<file path="src/rtl/qpe_pkg.sv">
package qpe_pkg;

    localparam int NPIN  = 4;
    localparam int SEL_W = 2;

    typedef enum logic [SEL_W-1:0] {
        SEL_IN  = 2'd0,
        SEL_OUT = 2'd1,
        SEL_POL = 2'd2,
        SEL_CFG = 2'd3
    } sel_e;

    typedef enum logic [2:0] {
        BS_IDLE,
        BS_ADDR,
        BS_CMD,
        BS_WDATA,
        BS_ACK,
        BS_RDATA,
        BS_RACK,
        BS_SKIP
    } bus_state_e;

    typedef struct packed {
        logic [NPIN-1:0] in_cap;
        logic [NPIN-1:0] out_lat;
        logic [NPIN-1:0] inv_mask;
        logic [NPIN-1:0] dir_mask;
    } regbank_t;

    localparam logic [NPIN-1:0] OUT_RST = '1;
    localparam logic [NPIN-1:0] INV_RST = '0;
    localparam logic [NPIN-1:0] DIR_RST = '1;

    function automatic logic [7:0] pick_reg(input sel_e sel, input regbank_t rb);
        logic [NPIN-1:0] v;
        case (sel)
            SEL_IN:  v = rb.in_cap ^ rb.inv_mask;
            SEL_OUT: v = rb.out_lat;
            SEL_POL: v = rb.inv_mask;
            default: v = rb.dir_mask;
        endcase
        return {{(8-NPIN){1'b0}}, v};
    endfunction

endpackage

</file>
<file path="src/rtl/qpe_sync.sv">
module qpe_sync #(
    parameter int          W       = 1,
    parameter int          STAGES  = 2,
    parameter logic        RST_VAL = 1'b0
) (
    input  logic         clk,
    input  logic         rst,
    input  logic [W-1:0] d,
    output logic [W-1:0] q
);
    logic [W-1:0] chain [STAGES];

    always_ff @(posedge clk) begin
        if (rst) begin
            for (int i = 0; i < STAGES; i++) chain[i] <= {W{RST_VAL}};
        end else begin
            chain[0] <= d;
            for (int i = 1; i < STAGES; i++) chain[i] <= chain[i-1];
        end
    end

    assign q = chain[STAGES-1];
endmodule

</file>
<file path="src/rtl/qpe_bus_target.sv">
module qpe_bus_target
    import qpe_pkg::*;
#(
    parameter logic [6:0] DEV_ADDR = 7'h41
) (
    input  logic       clk,
    input  logic       rst,
    input  logic       scl_s,
    input  logic       sda_s,
    input  logic [7:0] tx_byte,
    output logic       sda_oe,
    output logic       cmd_stb,
    output logic       data_stb,
    output logic       cap_stb,
    output logic [3:0] rx_nib
);
    logic       scl_q, sda_q;
    logic       scl_rise, scl_fall, start_det, stop_det;
    bus_state_e st, st_after;
    logic [3:0] bit_cnt;
    logic [7:0] shreg, txreg;
    logic       mack;

    assign scl_rise  = scl_s & ~scl_q;
    assign scl_fall  = ~scl_s & scl_q;
    assign start_det = scl_s & scl_q & sda_q & ~sda_s;
    assign stop_det  = scl_s & scl_q & ~sda_q & sda_s;
    assign rx_nib    = shreg[3:0];

    always_ff @(posedge clk) begin
        if (rst) begin
            scl_q    <= 1'b1;
            sda_q    <= 1'b1;
            st       <= BS_IDLE;
            st_after <= BS_IDLE;
            bit_cnt  <= '0;
            shreg    <= '0;
            txreg    <= '0;
            mack     <= 1'b0;
            sda_oe   <= 1'b0;
            cmd_stb  <= 1'b0;
            data_stb <= 1'b0;
            cap_stb  <= 1'b0;
        end else begin
            scl_q    <= scl_s;
            sda_q    <= sda_s;
            cmd_stb  <= 1'b0;
            data_stb <= 1'b0;
            cap_stb  <= 1'b0;
            if (start_det) begin
                st      <= BS_ADDR;
                bit_cnt <= '0;
                sda_oe  <= 1'b0;
            end else if (stop_det) begin
                st      <= BS_IDLE;
                bit_cnt <= '0;
                sda_oe  <= 1'b0;
            end else begin
                case (st)
                    BS_ADDR, BS_CMD, BS_WDATA: begin
                        if (scl_rise) begin
                            shreg   <= {shreg[6:0], sda_s};
                            bit_cnt <= bit_cnt + 4'd1;
                        end else if (scl_fall && bit_cnt == 4'd8) begin
                            bit_cnt <= '0;
                            if (st == BS_ADDR) begin
                                if (shreg[7:1] == DEV_ADDR) begin
                                    sda_oe <= 1'b1;
                                    st     <= BS_ACK;
                                    if (shreg[0]) begin
                                        st_after <= BS_RDATA;
                                        cap_stb  <= 1'b1;
                                    end else begin
                                        st_after <= BS_CMD;
                                    end
                                end else begin
                                    st <= BS_SKIP;
                                end
                            end else if (st == BS_CMD) begin
                                sda_oe   <= 1'b1;
                                cmd_stb  <= 1'b1;
                                st       <= BS_ACK;
                                st_after <= BS_WDATA;
                            end else begin
                                sda_oe   <= 1'b1;
                                data_stb <= 1'b1;
                                st       <= BS_ACK;
                                st_after <= BS_WDATA;
                            end
                        end
                    end
                    BS_ACK: begin
                        if (scl_fall) begin
                            st <= st_after;
                            if (st_after == BS_RDATA) begin
                                txreg   <= tx_byte;
                                sda_oe  <= ~tx_byte[7];
                                bit_cnt <= '0;
                            end else begin
                                sda_oe <= 1'b0;
                            end
                        end
                    end
                    BS_RDATA: begin
                        if (scl_rise) begin
                            bit_cnt <= bit_cnt + 4'd1;
                        end else if (scl_fall) begin
                            if (bit_cnt == 4'd8) begin
                                sda_oe  <= 1'b0;
                                mack    <= 1'b0;
                                bit_cnt <= '0;
                                st      <= BS_RACK;
                            end else begin
                                txreg  <= {txreg[6:0], 1'b0};
                                sda_oe <= ~txreg[6];
                            end
                        end
                    end
                    BS_RACK: begin
                        if (scl_rise) begin
                            mack <= ~sda_s;
                        end else if (scl_fall) begin
                            if (mack) begin
                                txreg  <= tx_byte;
                                sda_oe <= ~tx_byte[7];
                                st     <= BS_RDATA;
                            end else begin
                                st <= BS_SKIP;
                            end
                        end
                    end
                    default: ;
                endcase
            end
        end
    end

    // drive on SDA only moves while SCL is seen low
    a_r9_sda_quiet_scl_high: assert property (@(posedge clk) disable iff (rst)
        scl_s |=> $stable(sda_oe));

    // a foreign address is never acknowledged
    a_r3_no_ack_foreign: assert property (@(posedge clk) disable iff (rst)
        (st == BS_ADDR && scl_fall && bit_cnt == 4'd8 && shreg[7:1] != DEV_ADDR)
        |=> (!sda_oe && st == BS_SKIP));

    // released data line whenever idle
    a_r1_idle_released: assert property (@(posedge clk) disable iff (rst)
        (st == BS_IDLE) |-> !sda_oe);

    // a STOP always lands in idle with the line released
    a_r8_stop_to_idle: assert property (@(posedge clk) disable iff (rst)
        stop_det |=> (st == BS_IDLE && !sda_oe));
endmodule

</file>
<file path="src/rtl/qpe_regs.sv">
module qpe_regs
    import qpe_pkg::*;
(
    input  logic            clk,
    input  logic            rst,
    input  logic [NPIN-1:0] pins_s,
    input  logic            cap_stb,
    input  logic            cmd_stb,
    input  logic            data_stb,
    input  logic [3:0]      rx_nib,
    output logic [7:0]      tx_byte,
    output logic [NPIN-1:0] out_q,
    output logic [NPIN-1:0] dir_q
);
    regbank_t rb;
    sel_e     ptr;

    always_ff @(posedge clk) begin
        if (rst) begin
            rb.in_cap   <= '0;
            rb.out_lat  <= OUT_RST;
            rb.inv_mask <= INV_RST;
            rb.dir_mask <= DIR_RST;
            ptr         <= SEL_IN;
        end else begin
            if (cap_stb) rb.in_cap <= pins_s;
            if (cmd_stb) ptr <= sel_e'(rx_nib[SEL_W-1:0]);
            if (data_stb) begin
                case (ptr)
                    SEL_OUT: rb.out_lat  <= rx_nib[NPIN-1:0];
                    SEL_POL: rb.inv_mask <= rx_nib[NPIN-1:0];
                    SEL_CFG: rb.dir_mask <= rx_nib[NPIN-1:0];
                    default: ;
                endcase
            end
        end
    end

    assign tx_byte = pick_reg(ptr, rb);
    assign out_q   = rb.out_lat;
    assign dir_q   = rb.dir_mask;

    // defaults one cycle after reset
    a_r1_reset_defaults: assert property (@(posedge clk)
        rst |=> (rb.out_lat == OUT_RST && rb.inv_mask == INV_RST &&
                 rb.dir_mask == DIR_RST && ptr == SEL_IN));

    // data aimed at the input register leaves it alone
    a_r5_input_write_ignored: assert property (@(posedge clk) disable iff (rst)
        (data_stb && ptr == SEL_IN && !cap_stb) |=> $stable(rb.in_cap));

    // capture takes the synchronized pins of the strobe cycle
    a_r7_capture_value: assert property (@(posedge clk) disable iff (rst)
        cap_stb |=> (rb.in_cap == $past(pins_s)));
endmodule

</file>
<file path="src/rtl/quad_pin_expander.sv">
module quad_pin_expander
    import qpe_pkg::*;
#(
    parameter logic [6:0] DEV_ADDR    = 7'h41,
    parameter int         SYNC_STAGES = 2
) (
    input  logic            clk,
    input  logic            rst,
    input  logic            scl_i,
    input  logic            sda_i,
    output logic            sda_oe,
    input  logic [NPIN-1:0] pin_in,
    output logic [NPIN-1:0] pin_out,
    output logic [NPIN-1:0] pin_oe
);
    logic [1:0]      bus_s;
    logic [NPIN-1:0] pins_s;
    logic            cmd_stb, data_stb, cap_stb;
    logic [3:0]      rx_nib;
    logic [7:0]      tx_byte;
    logic [NPIN-1:0] out_q, dir_q;

    qpe_sync #(.W(2), .STAGES(SYNC_STAGES), .RST_VAL(1'b1)) u_bus_sync (
        .clk(clk), .rst(rst), .d({scl_i, sda_i}), .q(bus_s)
    );

    qpe_sync #(.W(NPIN), .STAGES(SYNC_STAGES), .RST_VAL(1'b0)) u_pin_sync (
        .clk(clk), .rst(rst), .d(pin_in), .q(pins_s)
    );

    qpe_bus_target #(.DEV_ADDR(DEV_ADDR)) u_target (
        .clk(clk), .rst(rst), .scl_s(bus_s[1]), .sda_s(bus_s[0]),
        .tx_byte(tx_byte), .sda_oe(sda_oe), .cmd_stb(cmd_stb),
        .data_stb(data_stb), .cap_stb(cap_stb), .rx_nib(rx_nib)
    );

    qpe_regs u_regs (
        .clk(clk), .rst(rst), .pins_s(pins_s), .cap_stb(cap_stb),
        .cmd_stb(cmd_stb), .data_stb(data_stb), .rx_nib(rx_nib),
        .tx_byte(tx_byte), .out_q(out_q), .dir_q(dir_q)
    );

    assign pin_oe  = ~dir_q;
    assign pin_out = out_q;

    // reset at any point leaves pins undriven and SDA released
    a_r10_reset_quiet: assert property (@(posedge clk)
        rst |=> (!sda_oe && pin_oe == '0));
endmodule

</file>
<file path="config.mk">
export PLATFORM = sky130hd
export DESIGN_NAME = quad_pin_expander
export DESIGN_NICKNAME = d
export VERILOG_FILES = /design/src/rtl/qpe_pkg.sv /design/src/rtl/qpe_sync.sv /design/src/rtl/qpe_bus_target.sv /design/src/rtl/qpe_regs.sv /design/src/rtl/quad_pin_expander.sv
export SDC_FILE = /design/constraint.sdc
export NUM_CORES = 1
export LEC_CHECK = 0
export CAP_MARGIN = 20
export CORE_ASPECT_RATIO = 1.4
export CORE_UTILIZATION = 40
export CTS_BUF_LIST = sky130_fd_sc_hd__clkbuf_4
export CTS_CLUSTER_DIAMETER = 120
export DETAILED_ROUTE_END_ITERATION = 7
export DONT_BUFFER_PORTS = 1
export PLACE_DENSITY = 0.64
export SLEW_MARGIN = 20
export SYNTH_ARGS = -nofsm -noshare
export SYNTH_HDL_FRONTEND = slang
export SYNTH_HIERARCHICAL = 1
export SYNTH_SLANG_ARGS = --single-unit
</file>
<file path="constraint.sdc">
create_clock -name clk -period 2.4 [get_ports clk]
set_input_delay 0.48 -clock clk [delete_from_list [all_inputs] [get_ports clk]]
set_output_delay 0.48 -clock clk [all_outputs]
set_load 0.01 [all_outputs]
</file>
==> impl_results.md <==
* Met1 wire length at 2.73 mm
* Synth warn at 6
* RD Place Congestion at 0.784
* Remaining DRCs at 0
* Fin. max-slew vios at 0
* Run status: completed
* Global-route wire length before repair at 9.56 mm
* Gate Count Post-Synth at 337
* Worst min path class: in2reg
* CTS tree: yes
* Starting Density at 41.9%
* Post-synthesis area per instance at 9.27 sq um
* Total Wirelength at 5.70 mm
* # diodes at 0
* Startpoint Class: flop
* Synthesis-to-finish area growth at 1.48%
* PD cells at 604 nW/um^2
* # resized after CTS at 0
* Vias in the first global route at 1994
* RSZ-0062 raised after global routing: no
* IO Pins at 17
* CP Buf/Inv Count at 0
* Distinct cells, synth at 61
* Post-DRT Antenna Nets at 0
* Area post-placement at 3000 sq um
* Synth top area share at 39.7%
* Post-layout instance area at 3170 sq um
* Core Rows at 37
* Post-route setup TNS at 0 ns
* GR Util All Layers at 14.7%
* CTS root buffer: clkbuf_4
* Most frequent cell after synthesis: dfxtp_1
* HPWL after detailed placement at 3.82 mm
* Final setup fails at 0
* Async SR Flop Fraction at 0%
* WP data arrival at 2.31 ns
* Total congestion overflow at 0
* Clk sinks at 62
* Starting DRT DRC Count at 99
* Met2 WL at 2.72 mm
* Top routing layer in use: met4
* Fill cells at 739
* Hold Vio Cnt, Final at 0
* Static Leak at 1.22 nW
* Share of layout cells above drive strength 1 at 11.6%
* Vias at 2167
* WL met3 at 152 um
* CTS Hold Bufs at 0
* Die area at 8170 sq um
* CP max FO at 20
* Core Util, Final at 42.5%
* EDFF count, synth at 0
* Post-synthesis sequential area ratio at 39.7%
* Worst-Skew Late Latency at 0.40 ns
* Synthesized area at 3120 sq um
* WL/cell at 13.7 um
* Top cell type by total area after synthesis: dfxtp_1
* CP top delay family: flip-flops
* Crit Path Category: reg2reg
* Max cap viols at 0
* Largest cells by area after synthesis: dfxtp_1 (40%), mux2i_1 (10%), buf_4 (5.8%)
* Top cells by count, synth: dfxtp_1 (62), nor2_1 (38), mux2i_1 (32), buf_4 (24), a21oi_1 (19)
* Final net count at 327
* Via density at 5.22
* Initial antenna violation count at 0
* Max incr delay on CP at 0.71 ns
* Die Height at 107 um
* Critical Path End Type: flop
* Final period utilization at 82.2%
* Worst Max-Slew Pin Slew at 0.587 ns
* Die width at 76.7 um
* Dominant synthesized flop cell: dfxtp_1
* Tot Pwr at 0.00191 W
* Clock Tree Buf Depth at 2
* Num CTS Buffers at 9
* Peak Freq at 507 MHz
* Buffer count from post-CTS setup fixing at 0
* Synth Register Bits at 62
* Largest net degree at the start of global routing at 55
* Sequence of cells on the critical path: nor2_1, a211oi_2, or4b_1, a21oi_1
* Skew final at 0.0157 ns
* CP max-delay cell: dfxtp_1
* PortBufs at 0
* Maximum VDD drop at 313 uV
* Pre-antenna DRT Iters at 4
* Slew margin rel. at 60.8%
* Htree depth at 3
* Clock-pin slew on the worst setup and hold paths at 0.12 ns
* Core area at 7450 sq um
* Tmin final at 1.97 ns
* Critical Path RT at 2.73 ns
-- state kept, by name, summed over array words and instances, names as in the netlist, 2 cells and up --
signal / flops
u_pin_sync/chain: 8
u_regs/rb: 8
u_target/shreg: 8
u_target/txreg: 7
u_bus_sync/chain: 4
u_regs/dir_q: 4
u_regs/out_q: 4
u_target/bit_cnt: 4
u_target/st: 3
u_target/st_after: 3
u_regs/ptr: 2
-- per-layer routing --
metal / global-route usage [%] / up-vias
met2: 23.7 / 36
met3: 2.75 / 8
met4: 7.83 / 0
li1: - / 1102
met5: 0 / -
met1: 18.5 / 1021
-- worst register-to-register path: cells and delay by family (launching register included) --
kind             cells  cell delay, ns
AO/OA/AOI/OAI        2            0.52
flip-flops           1            0.71
AND/OR/NAND/NOR      2            0.68
-- final cells by class --
| type | count | area (sq um) | share of cell area [%] |
|---|---|---|---|
| Multi-Input combinational cell | 222 | 1560 | 49.3 |
| Inverter | 15 | 56.3 | 1.78 |
| Clock inverter | 7 | 97.6 | 3.08 |
| Tap cell | 97 | 121 | 3.83 |
| Clock buffer | 9 | 67.6 | 2.13 |
| Sequential cell | 62 | 1240 | 39.2 |
| Timing Repair Buffer | 3 | 22.5 | 0.711 |
-- layout by cell type, fill, tap and decap left out, drive strengths merged, types with 3 or more instances in the layout --
| master | netlist | routed |
|---|---|---|
| dfxtp | 62 | 62 |
| nor2 | 38 | 38 |
| mux2i | 32 | 32 |
| a21oi | 19 | 19 |
| inv | 15 | 16 |
| nor2b | 11 | 11 |
| nand2 | 10 | 10 |
| clkbuf | 5 | 9 |
| a211o | 8 | 8 |
| nand3 | 8 | 8 |
| nand3b | 8 | 8 |
| o21ai | 7 | 7 |
| or2 | 7 | 7 |
| a311oi | 6 | 6 |
| nor3 | 6 | 6 |
| ha | 6 | 6 |
| conb | 1 | 4 |
| nand2b | 4 | 4 |
| and3 | 4 | 4 |
| and2b | 3 | 3 |
| xnor2 | 3 | 3 |
| buf | 36 | 3 |
| nand4b | 3 | 3 |
-- path summary, 6_finish.rpt --
path | startpoint | end | slack [ns] | cells past startpoint
min reg2reg | u_bus_sync/chain[0][0] | u_bus_sync/chain[0][2] | 0.42 | 1
min | rst | u_pin_sync/chain[0][6] | 0.13 | 1
max reg2reg | u_target/st[1] | u_target/bit_cnt[3] | 0.43 | 4
max | u_target/st[1] | u_target/bit_cnt[3] | 0.43 | 4
-- logic make-up (layout without fill, tap and decap cells) --
logic type | after synthesis | after routing | synth area share (%)
buffers and inverters | 56 | 34 | 10.6
DFF | 62 | 62 | 39.7
AOI/OAI and AO/OA | 61 | 61 | 14.1
muxes | 33 | 33 | 10.7
and+or+nand+nor | 114 | 114 | 21.2
xor gates and xnor gates | 4 | 4 | 1.12
other | 1 | 4 | 0.120
adders and majority gates | 6 | 6 | 2.40
-- report_power, final --
group	switching, W	internal [W]	total, W
logic	0.0000188	0.0000158	0.0000346
clock network	0.000409	0.000425	0.000834
registers	0.00000520	0.00104	0.00104
total	0.000433	0.00148	0.00191
-- through the flow --
step / instances / hold WS, ns / worst slack [ns]
6_report: 415 / 0.127 / 0.428
5_1_grt: 415 / 0.105 / 0.188
4_1_cts: 415 / 0.0998 / 0.431
3_5_place_dp: 399 / 0.395 / 0.448
3_3_place_gp: 399 / 0.389 / 0.528
2_1_floorplan: 340 / 0.383 / 0.609
(Power assumes the default switching activity.)
